## src/rtl/lin_resp_pkg.sv

```systemverilog
package lin_resp_pkg;

    typedef enum logic [1:0] {
        CMD_IDLE = 2'b00,
        CMD_TX   = 2'b01,
        CMD_RX   = 2'b10
    } cmd_e;

    localparam int          MAX_DATA    = 8;
    localparam logic [5:0]  CLASSIC_LO  = 6'h3C;

    localparam int E_BIT  = 0;
    localparam int E_FRM  = 1;
    localparam int E_CKS  = 2;
    localparam int E_TMO  = 3;

    typedef struct packed {
        cmd_e       cmd;
        logic [3:0] nbytes;
        logic [3:0] idx;
    } ctx_t;

    function automatic logic [7:0] cks_add(input logic [7:0] a, input logic [7:0] b);
        logic [8:0] s;
        s = {1'b0, a} + {1'b0, b};
        return s[7:0] + {7'd0, s[8]};
    endfunction

    function automatic logic [3:0] clamp_len(input logic [3:0] len);
        return (len > 4'(MAX_DATA)) ? 4'(MAX_DATA) : len;
    endfunction

    function automatic logic use_enhanced(input logic ver, input logic [5:0] id);
        return ver && (id < CLASSIC_LO);
    endfunction

endpackage

```

## src/rtl/lin_cks_acc.sv

```systemverilog
module lin_cks_acc
    import lin_resp_pkg::*;
(
    input  logic       clk,
    input  logic       rst,
    input  logic       init,
    input  logic [7:0] seed,
    input  logic       add_en,
    input  logic [7:0] add_byte,
    output logic [7:0] sum
);
    logic [7:0] base;

    assign base = init ? seed : sum;

    always_ff @(posedge clk) begin
        if (rst) begin
            sum <= 8'h00;
        end else if (init || add_en) begin
            sum <= add_en ? cks_add(base, add_byte) : base;
        end
    end
endmodule

```

## src/rtl/lin_frame_timer.sv

```systemverilog
module lin_frame_timer #(
    parameter int SLOT_CYC = 160
) (
    input  logic       clk,
    input  logic       rst,
    input  logic       start,
    input  logic       run,
    input  logic [3:0] nbytes,
    output logic       expire
);
    localparam int TW = $clog2(9 * SLOT_CYC + 2) + 1;

    logic [TW-1:0] cnt;
    logic [TW-1:0] limit;

    assign limit  = (TW'(nbytes) + TW'(1)) * TW'(SLOT_CYC);
    assign expire = run && (cnt == limit - TW'(1));

    always_ff @(posedge clk) begin
        if (rst || start) begin
            cnt <= '0;
        end else if (run) begin
            cnt <= cnt + TW'(1);
        end
    end
endmodule

```

## src/rtl/lin_resp_engine.sv

```systemverilog
module lin_resp_engine
    import lin_resp_pkg::*;
#(
    parameter int SLOT_CYC = 160
) (
    input  logic       clk,
    input  logic       rst,
    input  logic       cmd_valid,
    input  logic [1:0] cmd_code,
    input  logic       ver_enh,
    input  logic [3:0] rx_len,
    input  logic [3:0] tx_len,
    input  logic       hdr_valid,
    input  logic [7:0] hdr_pid,
    input  logic [7:0] tx_data,
    output logic       tx_data_pop,
    output logic       ser_tx_valid,
    output logic [7:0] ser_tx_data,
    input  logic       ser_tx_ready,
    input  logic       ser_bit_err,
    input  logic       des_valid,
    input  logic [7:0] des_data,
    input  logic       des_ferr,
    output logic       rx_data_valid,
    output logic [7:0] rx_data,
    input  logic       flag_clr,
    output logic [1:0] cmd_state,
    output logic [7:0] cur_pid,
    output logic       flag_tx_ok,
    output logic       flag_rx_ok,
    output logic [3:0] err_flags
);
    ctx_t       ctx_q, ctx_d;
    logic [7:0] pid_q;
    logic [7:0] sum_q;
    logic [7:0] seed;
    logic       idle, abort, start_tx, start_rx, tmo;
    logic       rx_live, rx_take, rx_is_data, rx_cks_good;
    logic [3:0] rx_n, rx_idx;
    logic [7:0] rx_sum;
    logic       tx_live, tx_is_data, tx_acc;
    logic [3:0] set_err;
    logic       set_tx_ok, set_rx_ok;

    assign idle     = (ctx_q.cmd == CMD_IDLE);
    assign abort    = cmd_valid && (cmd_code == CMD_IDLE);
    assign start_tx = cmd_valid && (cmd_code == CMD_TX) && idle;
    assign start_rx = cmd_valid && (cmd_code == CMD_RX) && idle;
    assign seed     = use_enhanced(ver_enh, pid_q[5:0]) ? pid_q : 8'h00;

    // receive path, merged with a command starting in this same cycle
    assign rx_live     = (ctx_q.cmd == CMD_RX) || start_rx;
    assign rx_n        = idle ? clamp_len(rx_len) : ctx_q.nbytes;
    assign rx_idx      = idle ? 4'd0 : ctx_q.idx;
    assign rx_sum      = idle ? seed : sum_q;
    assign rx_take     = rx_live && des_valid && !abort;
    assign rx_is_data  = rx_idx < rx_n;
    assign rx_cks_good = (cks_add(rx_sum, des_data) == 8'hFF);
    assign rx_data_valid = rx_take && !des_ferr && rx_is_data;
    assign rx_data       = des_data;

    // transmit path
    assign tx_live      = (ctx_q.cmd == CMD_TX);
    assign tx_is_data   = ctx_q.idx < ctx_q.nbytes;
    assign tx_acc       = tx_live && ser_tx_ready && !ser_bit_err && !abort && !tmo;
    assign tx_data_pop  = tx_acc && tx_is_data;
    assign ser_tx_valid = tx_live;
    assign ser_tx_data  = tx_is_data ? tx_data : ~sum_q;

    always_comb begin
        ctx_d     = ctx_q;
        set_err   = '0;
        set_tx_ok = 1'b0;
        set_rx_ok = 1'b0;
        if (abort) begin
            ctx_d.cmd = CMD_IDLE;
        end else begin
            if (start_tx) begin
                ctx_d = '{cmd: CMD_TX, nbytes: clamp_len(tx_len), idx: 4'd0};
            end
            if (start_rx) begin
                ctx_d = '{cmd: CMD_RX, nbytes: clamp_len(rx_len), idx: 4'd0};
            end
            if (rx_take) begin
                if (des_ferr) begin
                    set_err[E_FRM] = 1'b1;
                    ctx_d.cmd      = CMD_IDLE;
                end else if (rx_is_data) begin
                    ctx_d.idx = rx_idx + 4'd1;
                end else begin
                    set_rx_ok      = rx_cks_good;
                    set_err[E_CKS] = !rx_cks_good;
                    ctx_d.cmd      = CMD_IDLE;
                end
            end else if ((ctx_q.cmd == CMD_RX) && tmo) begin
                set_err[E_TMO] = 1'b1;
                ctx_d.cmd      = CMD_IDLE;
            end
            if (tx_live) begin
                if (ser_bit_err) begin
                    set_err[E_BIT] = 1'b1;
                    ctx_d.cmd      = CMD_IDLE;
                end else if (tmo) begin
                    set_err[E_TMO] = 1'b1;
                    ctx_d.cmd      = CMD_IDLE;
                end else if (tx_acc) begin
                    if (tx_is_data) begin
                        ctx_d.idx = ctx_q.idx + 4'd1;
                    end else begin
                        set_tx_ok = 1'b1;
                        ctx_d.cmd = CMD_IDLE;
                    end
                end
            end
        end
    end

    always_ff @(posedge clk) begin
        if (rst) begin
            ctx_q      <= '{cmd: CMD_IDLE, nbytes: 4'd0, idx: 4'd0};
            pid_q      <= 8'h00;
            err_flags  <= '0;
            flag_tx_ok <= 1'b0;
            flag_rx_ok <= 1'b0;
        end else begin
            ctx_q      <= ctx_d;
            if (hdr_valid) pid_q <= hdr_pid;
            err_flags  <= (flag_clr ? 4'd0 : err_flags) | set_err;
            flag_tx_ok <= (flag_clr ? 1'b0 : flag_tx_ok) | set_tx_ok;
            flag_rx_ok <= (flag_clr ? 1'b0 : flag_rx_ok) | set_rx_ok;
        end
    end

    lin_cks_acc u_cks (
        .clk      (clk),
        .rst      (rst),
        .init     (start_tx || start_rx),
        .seed     (seed),
        .add_en   (rx_data_valid || tx_data_pop),
        .add_byte (tx_live ? tx_data : des_data),
        .sum      (sum_q)
    );

    lin_frame_timer #(.SLOT_CYC(SLOT_CYC)) u_tmr (
        .clk    (clk),
        .rst    (rst),
        .start  (start_tx || start_rx),
        .run    (!idle),
        .nbytes (ctx_q.nbytes),
        .expire (tmo)
    );

    assign cmd_state = ctx_q.cmd;
    assign cur_pid   = pid_q;
endmodule

```

## config.mk

```make
export PLATFORM = sky130hd
export DESIGN_NAME = lin_resp_engine
export DESIGN_NICKNAME = d
export VERILOG_FILES = /design/src/rtl/lin_resp_pkg.sv /design/src/rtl/lin_cks_acc.sv /design/src/rtl/lin_frame_timer.sv /design/src/rtl/lin_resp_engine.sv
export SDC_FILE = /design/constraint.sdc
export NUM_CORES = 1
export LEC_CHECK = 0
export ABC_AREA = 1
export BUFFER_PORTS_ARGS = -buffer_cell sky130_fd_sc_hd__buf_4
export CORE_MARGIN = 3
export CORE_UTILIZATION = 61
export DETAILED_ROUTE_END_ITERATION = 16
export HOLD_SLACK_MARGIN = 0.12
export PLACE_DENSITY_LB_ADDON = 0.25
export SLEW_MARGIN = 5
export SYNTH_ARGS = -nofsm -noshare
export SYNTH_HDL_FRONTEND = slang
export SYNTH_SLANG_ARGS = --single-unit
```

## constraint.sdc

```tcl
create_clock -name clk -period 6.8 [get_ports clk]
set_input_delay 1.36 -clock clk [delete_from_list [all_inputs] [get_ports clk]]
set_output_delay 1.36 -clock clk [all_outputs]
set_load 0.005 [all_outputs]
```

Word-level counts from Yosys, hierarchy flattened
Cells that the tools add are included.

Add/subtract/negate cells: 9. Multiply operators: 1. Magnitude comparators: 5. Eq/ne operators: 6. Mux-type cells: 54. Bitwise logic cells: 5. Reduce and logical (&&, ||, !) cells: 33.

Operators by type and width (count): $mux 4 (14); $mux 8 (6); $mux 1 (22); $mux 10 (2); $mux 2 (10); $add 8x8->9 (2); $logic_and 1x1->1 (17); $add 8x1->8 (2); $add 12x1->12 const B (1); $eq 12x12->1 (1); $mul 12x3->7 const B (1); $sub 12x1->12 const B (1); $add 4x1->4 const B (2); $eq 8x8->1 const B (1); $gt 4x4->1 const B (2); $lt 4x4->1 (2); $not 8->8 (1); $logic_not 1->1 (6); $lt 6x6->1 const B (1); $add 4x1->5 const B (1); $logic_or 1x1->1 (5); $eq 2x1->1 const B (2); $eq 2x2->1 const B (2); $logic_not 2->1 (2); 6 further kinds (7).

Flip-flop bits (word level): 44. Input port bits: 44. Output and inout port bits: 35. Word-level logic and storage cells: 122.

Longest topological paths before layout
Gate-level depths: netlist (run 1).

Word-level depth: 13. Mapped depth: 28. Mapped depth without buffers: 27.

Cells and area by module
A second synthesis (run 1) with hierarchy kept.

Cell total of the unflattened synthesis: 701. Area total of the unflattened synthesis: 4301.6 sq um.

By module, submodules not included: lin_resp_engine (times used 1, cells an instance 368, area an instance 2331.0 sq um, seq. area each 480.5 sq um); lin_frame_timer (times used 1, cells an instance 178, area an instance 1042.2 sq um, seq. area each 240.2 sq um); lin_cks_acc (times used 1, cells an instance 155, area an instance 928.4 sq um, seq. area each 160.2 sq um).

Least setup slack after synthesis (run 1)
Ideal clock, no wire load.

Path type: input to register. Start: input cmd_code[0]. End: register u_cks.sum[6]. Setup time: 0.113 ns. Arrival: 4.048 ns. Data required time: 6.687 ns. Path slack: 2.639 ns. Stages on the path: 23. Buffers on the path: 1. Cell sequence: inv_1 nand4_2 inv_1 nor2_4 buf_2 a21oi_1 inv_1 ha_1 fa_1 nand4_1 nand3b_1 a21oi_1 o21bai_1 ha_1 ha_1 nand2_1 nor2_1 nand3_1 nand2_1 inv_1 nand2_1 nand2_1 nor2_1.

Cells in the longest elaborated chain, start to end: 10. Elaborated cells on any way between the ends: 24. Those cells by class: add/sub: 2; eq/ne: 2; mux: 2; reduce/logical: 18.

RTL lines: start, declared (RTL line lin_resp_engine.sv:9) `input logic [1:0] cmd_code,`; parallel branches: the longest is 10 deep, another holds $add 8x8->9; end signal, assigned (RTL line lin_cks_acc.sv:20) `sum <= add_en ? cks_add(base, add_byte) : base;`; end, declared (RTL line lin_cks_acc.sv:10) `output logic [7:0] sum`.

Several ways; the timed one is not identified. A chain may end at the register's enable or synchronous reset.

Final worst setup path (run 1)
Start: register ctx_q[4] in the netlist's numbering. End: output tx_data_pop.

Cells in the longest elaborated chain, start to end: 8. Elaborated cells on any way between the ends: 9. Those cells by class: add/sub: 2; mul: 1; order compare: 1; eq/ne: 1; reduce/logical: 4.

RTL lines: start, declared (RTL line lin_resp_engine.sv:33) `ctx_t ctx_q, ctx_d;`; start signal, assigned (RTL line lin_resp_engine.sv:120) `ctx_q <= '{cmd: CMD_IDLE, nbytes: 4'd0, idx: 4'd0};`; start signal, assigned (RTL line lin_resp_engine.sv:126) `ctx_q <= ctx_d;`; $add 4x1->5 (RTL line lin_frame_timer.sv:16) `assign limit = (TW'(nbytes) + TW'(1)) * TW'(SLOT_CYC);`; $mul 12x3->7 (RTL line lin_frame_timer.sv:16); $sub 12x1->12 (RTL line lin_frame_timer.sv:17) `assign expire = run && (cnt == limit - TW'(1));`; $eq 12x12->1 (RTL line lin_frame_timer.sv:17); $logic_and 1x1->1 (RTL line lin_frame_timer.sv:17); $logic_not 1->1 (RTL line lin_resp_engine.sv:65) `assign tx_acc = tx_live && ser_tx_ready && !ser_bit_err && !abort && !tmo;`; $logic_and 1x1->1 (RTL line lin_resp_engine.sv:65); $logic_and 1x1->1 (*) (RTL line lin_resp_engine.sv:66) `assign tx_data_pop = tx_acc && tx_is_data;`; end, declared (RTL line lin_resp_engine.sv:16) `output logic tx_data_pop,`.

Mark *: on every way between the ends. The rest lies on a longest branch, timed or not.

==> flow_summary.toml, run 1 <==
[outcome]
status = "finished, final reports clean"

[timing]
tns_ns = 0
slew_headroom = 0.593
finalMaxSlewViolations = 0
fin_worst_skew_ns = 0.00444
finalCritPeriodShare = 0.701
max_freq_ghz = 0.210
setup_viol = 0
hold_violations = 0
fin_crit_ns = 4.77
finalWorstSetupSlack_ns = 2.03
rsz0062_at_grt = "no"
worstMarginPinSlew_ns = 0.605

[logic_synthesis]
synth_nets = 732
synth_cell_types = 41
yosysSeqAreaShare = 0.216
yosys_warnings = 0
syn_inst = 649
syn_area_um2 = 4070
ys_ff_latch = 44
synth_area_per_cell_um2 = 6.27

[floorplan]
ios = 79
die_y_um = 87.7
core-area_um2 = 6420
die_area_um2 = 7690
start_util = 0.634
fp.dieW_um = 87.7
fp-row-count = 29

[finish]
seq_area_um2 = 881
final_cell_mix = "178 x nand2_1, 89 x nor2_1, 81 x inv_1"
syn_to_final_growth_pct = 15.9
utilization = 0.734
drive_gt1_frac = 0.160
multi_input_area_um2 = 2710
n_fill_cell = 560
n_antenna_cell = 0
layoutNonFillerInstCount = 790
fin_nets = 795
final_common_cell = "nand2_1"

[power]
max-vdd-ir-drop_mv = 0.109
leakage_nw = 2.44
p_total_mw = 0.760
cellPowerDensity_nw_per_um2 = 161

[worst_setup_path]
required_ns = 5.44
worst-path-stages = 15
r2r-end = "u_cks.sum[7]"
critPathKind = "register to output port"
crit_slowest_cell = "dfxtp_1"
startpoint_type = "register"
reg2reg_slack_ns = 2.66
worstRegToRegCells = 24
cp.arrival_ns = 3.41
startpoint = "ctx_q[4]"
crit_path_max_fanout = 16
critPathCapture = "tx_data_pop"
rr_startpoint = "cmd_state[1]"
crit_path_max_incr_delay_ns = 0.57
crit_family = "adder cells"
cp_num_buf_inv = 4
cp-end-kind = "output port"
cp_cell_sequence = "ha_1, ha_1, ha_1, inv_1, fa_1, inv_1, nand2_1, nand2_1, nand4_1, nand3_1, nor2_2, nand2_2, nand4_4, inv_1, buf_4"

[drt]
first_pass_iters = 5
vias = 4374
drtIter0Drc = 215
ant_nets = 0
avgRoutedWirePerCell_um = 14.0
wl_um = 11100
drc = 0
routed_via_density = 5.54

[clocking]
cts.sinks = 44
cts.hold.buffers_added = 0
clkSlewWorstSetupHoldPaths_ns = 0.09
cts_resized = 0
cts_made_buffers = 5
postCtsSetupBuffers = 0
h-tree-depth = 2
clock_path_buffers = 2
tritoncts = "yes"
root_buffer = "clkbuf_8"
clock_latency_ns = 0.31

[grt]
antenna_found_initial = 0
grt_usage = 0.290
first_global_vias = 3965
gr-total-overflow = 0
grt_pass1_wl_um = 17800
grt_start_max_net_pins = 23

[placement]
dpl_worst_slack_ns = 2.07
gp_congestion = 0.914
dp.final_hpwl_um = 9110
io_buffers = 78
dp.cells = 782

[min_path]
min_from = "err_flags[2]"
hp-class = "register to register"

[job]
drv_cap = 0
worst min path at each step:
stage	end	slack, ns	cells after the start
floorplan	err_flags[2]	0.45	2
global placement	err_flags[2]	0.44	2
detailed placement	err_flags[3]	0.45	2
CTS	err_flags[2]	0.47	2
global route	flag_rx_ok	0.49	2
finish	err_flags[2]	0.46	2
Yosys cell counts (all sizes together):
master,count,share of area
a21o,1,0.0018
a21oi,28,0.035
a221oi,1,0.0022
a31oi,7,0.011
a32o,2,0.0049
buf,16,0.032
clkbuf,6,0.0055
clkinv,1,0.00092
dfxtp,44,0.22
fa,3,0.015
ha,36,0.11
inv,87,0.081
nand2,180,0.17
nand3,46,0.061
nand3b,4,0.0074
nand4,15,0.028
nor2,97,0.099
nor3,3,0.0037
nor3b,3,0.0092
nor4,1,0.0015
o2111ai,1,0.0022
o211ai,1,0.0018
o21a,2,0.0037
o21ai,41,0.050
o21bai,4,0.0083
o31ai,1,0.0018
or2,1,0.0015
xnor2,5,0.011
xor2,12,0.026
cell families (layout without fill, tap and decap cells):
family	after synthesis	count (layout)	synth area share
and+or+nand+nor	350	350	0.380
AOI/OAI and AO/OA	89	89	0.123
adders and majority gates	39	39	0.125
xor gates and xnor gates	17	17	0.0366
buffers and inverters	110	174	0.119
DFF	44	44	0.216
where the power goes:
group	switching [mW]	internal, mW
logic	0.162	0.110
registers	0.0111	0.268
clock network	0.0986	0.111
total	0.272	0.488
final cells by class:
| class | count | area share |
|---|---|---|
| clock buffers | 5 | 0.0146 |
| clock inverters | 3 | 0.00981 |
| inverters | 88 | 0.0706 |
| multi-input cells | 495 | 0.574 |
| flip-flops and latches | 44 | 0.187 |
| well taps | 77 | 0.0204 |
| repair buffers | 78 | 0.124 |
metal layers:
layer  track usage  part of all wire
met1         0.384              0.45
met5             0                 0
met4        0.0628             0.014
met3        0.0527             0.078
met2         0.490              0.46
metrics by stage:
step / cell area (um^2) / hold WS, ns
2_1_floorplan: 4070 / 0.447
3_3_place_gp: 4600 / 0.439
3_5_place_dp: 4600 / 0.447
4_1_cts: 4720 / 0.467
5_1_grt: 4720 / 0.494
6_report: 4720 / 0.465
worst reg2reg max path, stage by stage (launching register included):
cell	delay, ns
dfxtp_1	0.39
nor2_4	0.50
nand4_2	0.27
inv_1	0.22
nor2_4	0.12
o21ai_0	0.28
inv_1	0.10
ha_1	0.36
nand2_1	0.09
a21oi_1	0.12
nand3b_1	0.16
a21oi_1	0.08
o21bai_1	0.16
ha_1	0.21
nand2_1	0.07
nor2_1	0.10
nand3_1	0.10
nor2_1	0.14
inv_1	0.06
nor2_1	0.16
nand2_1	0.07
nand2_1	0.06
nand2_1	0.05
nand2_1	0.07
a21oi_2	0.05
state kept, by name (all words and copies together), names as in the netlist:
name / flops
flag_tx_ok: 1
ctx_q: 8
cmd_state: 2
err_flags: 4
u_cks.sum: 8
u_tmr.cnt: 12
cur_pid: 8
flag_rx_ok: 1
Power figures use the tool's default switching activity.
==> run 2: changes to the inputs <==
CORE_UTILIZATION = 57   (was 61)
clock period = 4.7 ns   (was 6.8 ns; I/O delays follow)
==> run 2 against run 1 <==
Net effect: clock power rose by 14%; non-clock buffer count grew 2; critical endpoint unchanged; flip-flop and latch count did not move; largest cell class unchanged.
==> flow_summary.toml, run 2 (synthesis results as in run 1) <==
[outcome]
status = "finished, final reports clean"

[finish]
final_common_cell = "nand2_1"
largest_reg_flops = 12
syn_to_final_growth_pct = 16.0
drive_gt1_frac = 0.161
n_antenna_cell = 0
final_cell_mix = "178 x nand2_1, 89 x nor2_1, 81 x inv_1"
top_register = "u_tmr.cnt"
fin_area_um2 = 4720
fin_nets = 797

[worst_setup_path]
required_ns = 3.76
cp.arrival_ns = 3.42
cp-end-kind = "output port"
startpoint_type = "register"
crit_path_max_fanout = 16
critPathKind = "register to output port"

[placement]
dp.final_hpwl_um = 8980
gp_congestion = 1.01
io_buffers = 78
dpl_cell_area_um2 = 4640

[drt]
vias = 4384
drtIter0Drc = 312
first_pass_iters = 5
avgRoutedWirePerCell_um = 13.7
routed_via_density = 5.41
drc = 0
wl_um = 11100
ant_nets = 0

[timing]
slew_headroom = 0.642
finalCritPeriodShare = 0.928
tns_ns = 0
fin_worst_skew_ns = 0.00874
worstMarginPinSlew_ns = 0.536
rsz0062_at_grt = "no"
hold_violations = 0
finalMaxSlewViolations = 0
fin_crit_ns = 4.36
max_freq_ghz = 0.229
setup_viol = 0

[clocking]
cts.sinks = 44
cts.hold.buffers_added = 0
cts_made_buffers = 5
postCtsSetupBuffers = 0
cts_resized = 0
clock_path_buffers = 2
clock_latency_ns = 0.30
h-tree-depth = 2
root_buffer = "clkbuf_8"
tritoncts = "yes"
clkSlewWorstSetupHoldPaths_ns = 0.09

[grt]
grt_usage = 0.269
gr-total-overflow = 0
grt_pass1_wl_um = 18700
grt_start_max_net_pins = 21
antenna_found_initial = 0
first_global_vias = 4247

[power]
max-vdd-ir-drop_mv = 0.156
cellPowerDensity_nw_per_um2 = 220
p_int_mw = 0.650
seqPwrFrac = 0.388
leakage_nw = 2.43
p_sw_frac = 0.375
clkPwrFrac = 0.230
combinationalPowerShare = 0.383
power_switching_mw = 0.390

[floorplan]
fp-row-count = 30
fp.dieW_um = 90.5
start_util = 0.593
ios = 79
die_area_um2 = 8190
core-area_um2 = 6870
die_y_um = 90.5

[job]
drv_cap = 0

[min_path]
hp-class = "register to register"
-- run 2: changes by cell type in the layout (fill, tap and decap cells not counted) --
cell	before	now
buf_4	78	80
bufinv_16	1	0
clkinv_2	0	1
inv_6	1	0
-- run 2: metrics by stage --
| stage | util | total power [mW] | worst slack (ns) | instances | hold slack (ns) |
|---|---|---|---|---|---|
| floorplan | - | 0.664 | 0.959 | 649 | 0.447 |
| global placement | 0.676 | 0.787 | 0.627 | 803 | 0.440 |
| detailed placement | 0.676 | 0.802 | 0.428 | 803 | 0.453 |
| CTS | 0.687 | 1.04 | 0.332 | 810 | 0.469 |
| global route | 0.687 | 1.10 | 0.0439 | 810 | 0.489 |
| finish | 0.687 | 1.04 | 0.339 | 810 | 0.469 |
-- run 2: final timing paths --
| check | start | to | slack, ns | cells after the start |
|---|---|---|---|---|
| setup / recovery | ctx_q[4] | tx_data_pop | 0.34 | 16 |
| hold / removal | err_flags[3] | err_flags[3] | 0.47 | 2 |
| setup reg to reg | cmd_state[1] | u_cks.sum[7] | 0.90 | 24 |
| hold reg to reg | err_flags[3] | err_flags[3] | 0.47 | 2 |
-- run 2: layout make-up --
class                           instances  area [um^2]
Inverter                               88          333
Clock inverter                          2         12.5
Fill cell                             648         2150
Tap cell                               96          120
Multi-Input combinational cell        495         2710
Sequential cell                        44          881
Timing Repair Buffer                   80          601
Clock buffer                            5         68.8
-- run 2: power by group through the flow --
stage	Clock [mW]	Sequential [mW]	Combinational, mW
5_1_grt	0.256	0.405	0.443
6_report	0.239	0.403	0.398
2_1_floorplan	0	0.406	0.258
3_3_place_gp	0	0.411	0.376
4_1_cts	0.241	0.403	0.392
3_5_place_dp	0	0.412	0.390
-- run 2: critical path, cell delays in order (launching register included) --
cell and delay, ns:
dfxtp_1 0.56, ha_1 0.26, inv_1 0.08, nand2_1 0.08
nand2_1 0.08, ha_1 0.29, inv_1 0.05, fa_1 0.62
nand4_1 0.11, nand2_1 0.08, nand2_1 0.05, nand2_1 0.05
nand2_1 0.10, nand2_2 0.14, nand4_4 0.26, inv_1 0.17
buf_4 0.12
-- run 2: per-layer routing --
metal,track usage,up-vias,part of all wire
met5,0,-,0
met4,0.0982,0,0.029
met3,0.0350,27,0.063
met2,0.492,165,0.50
met1,0.318,1982,0.41
li1,-,2210,-
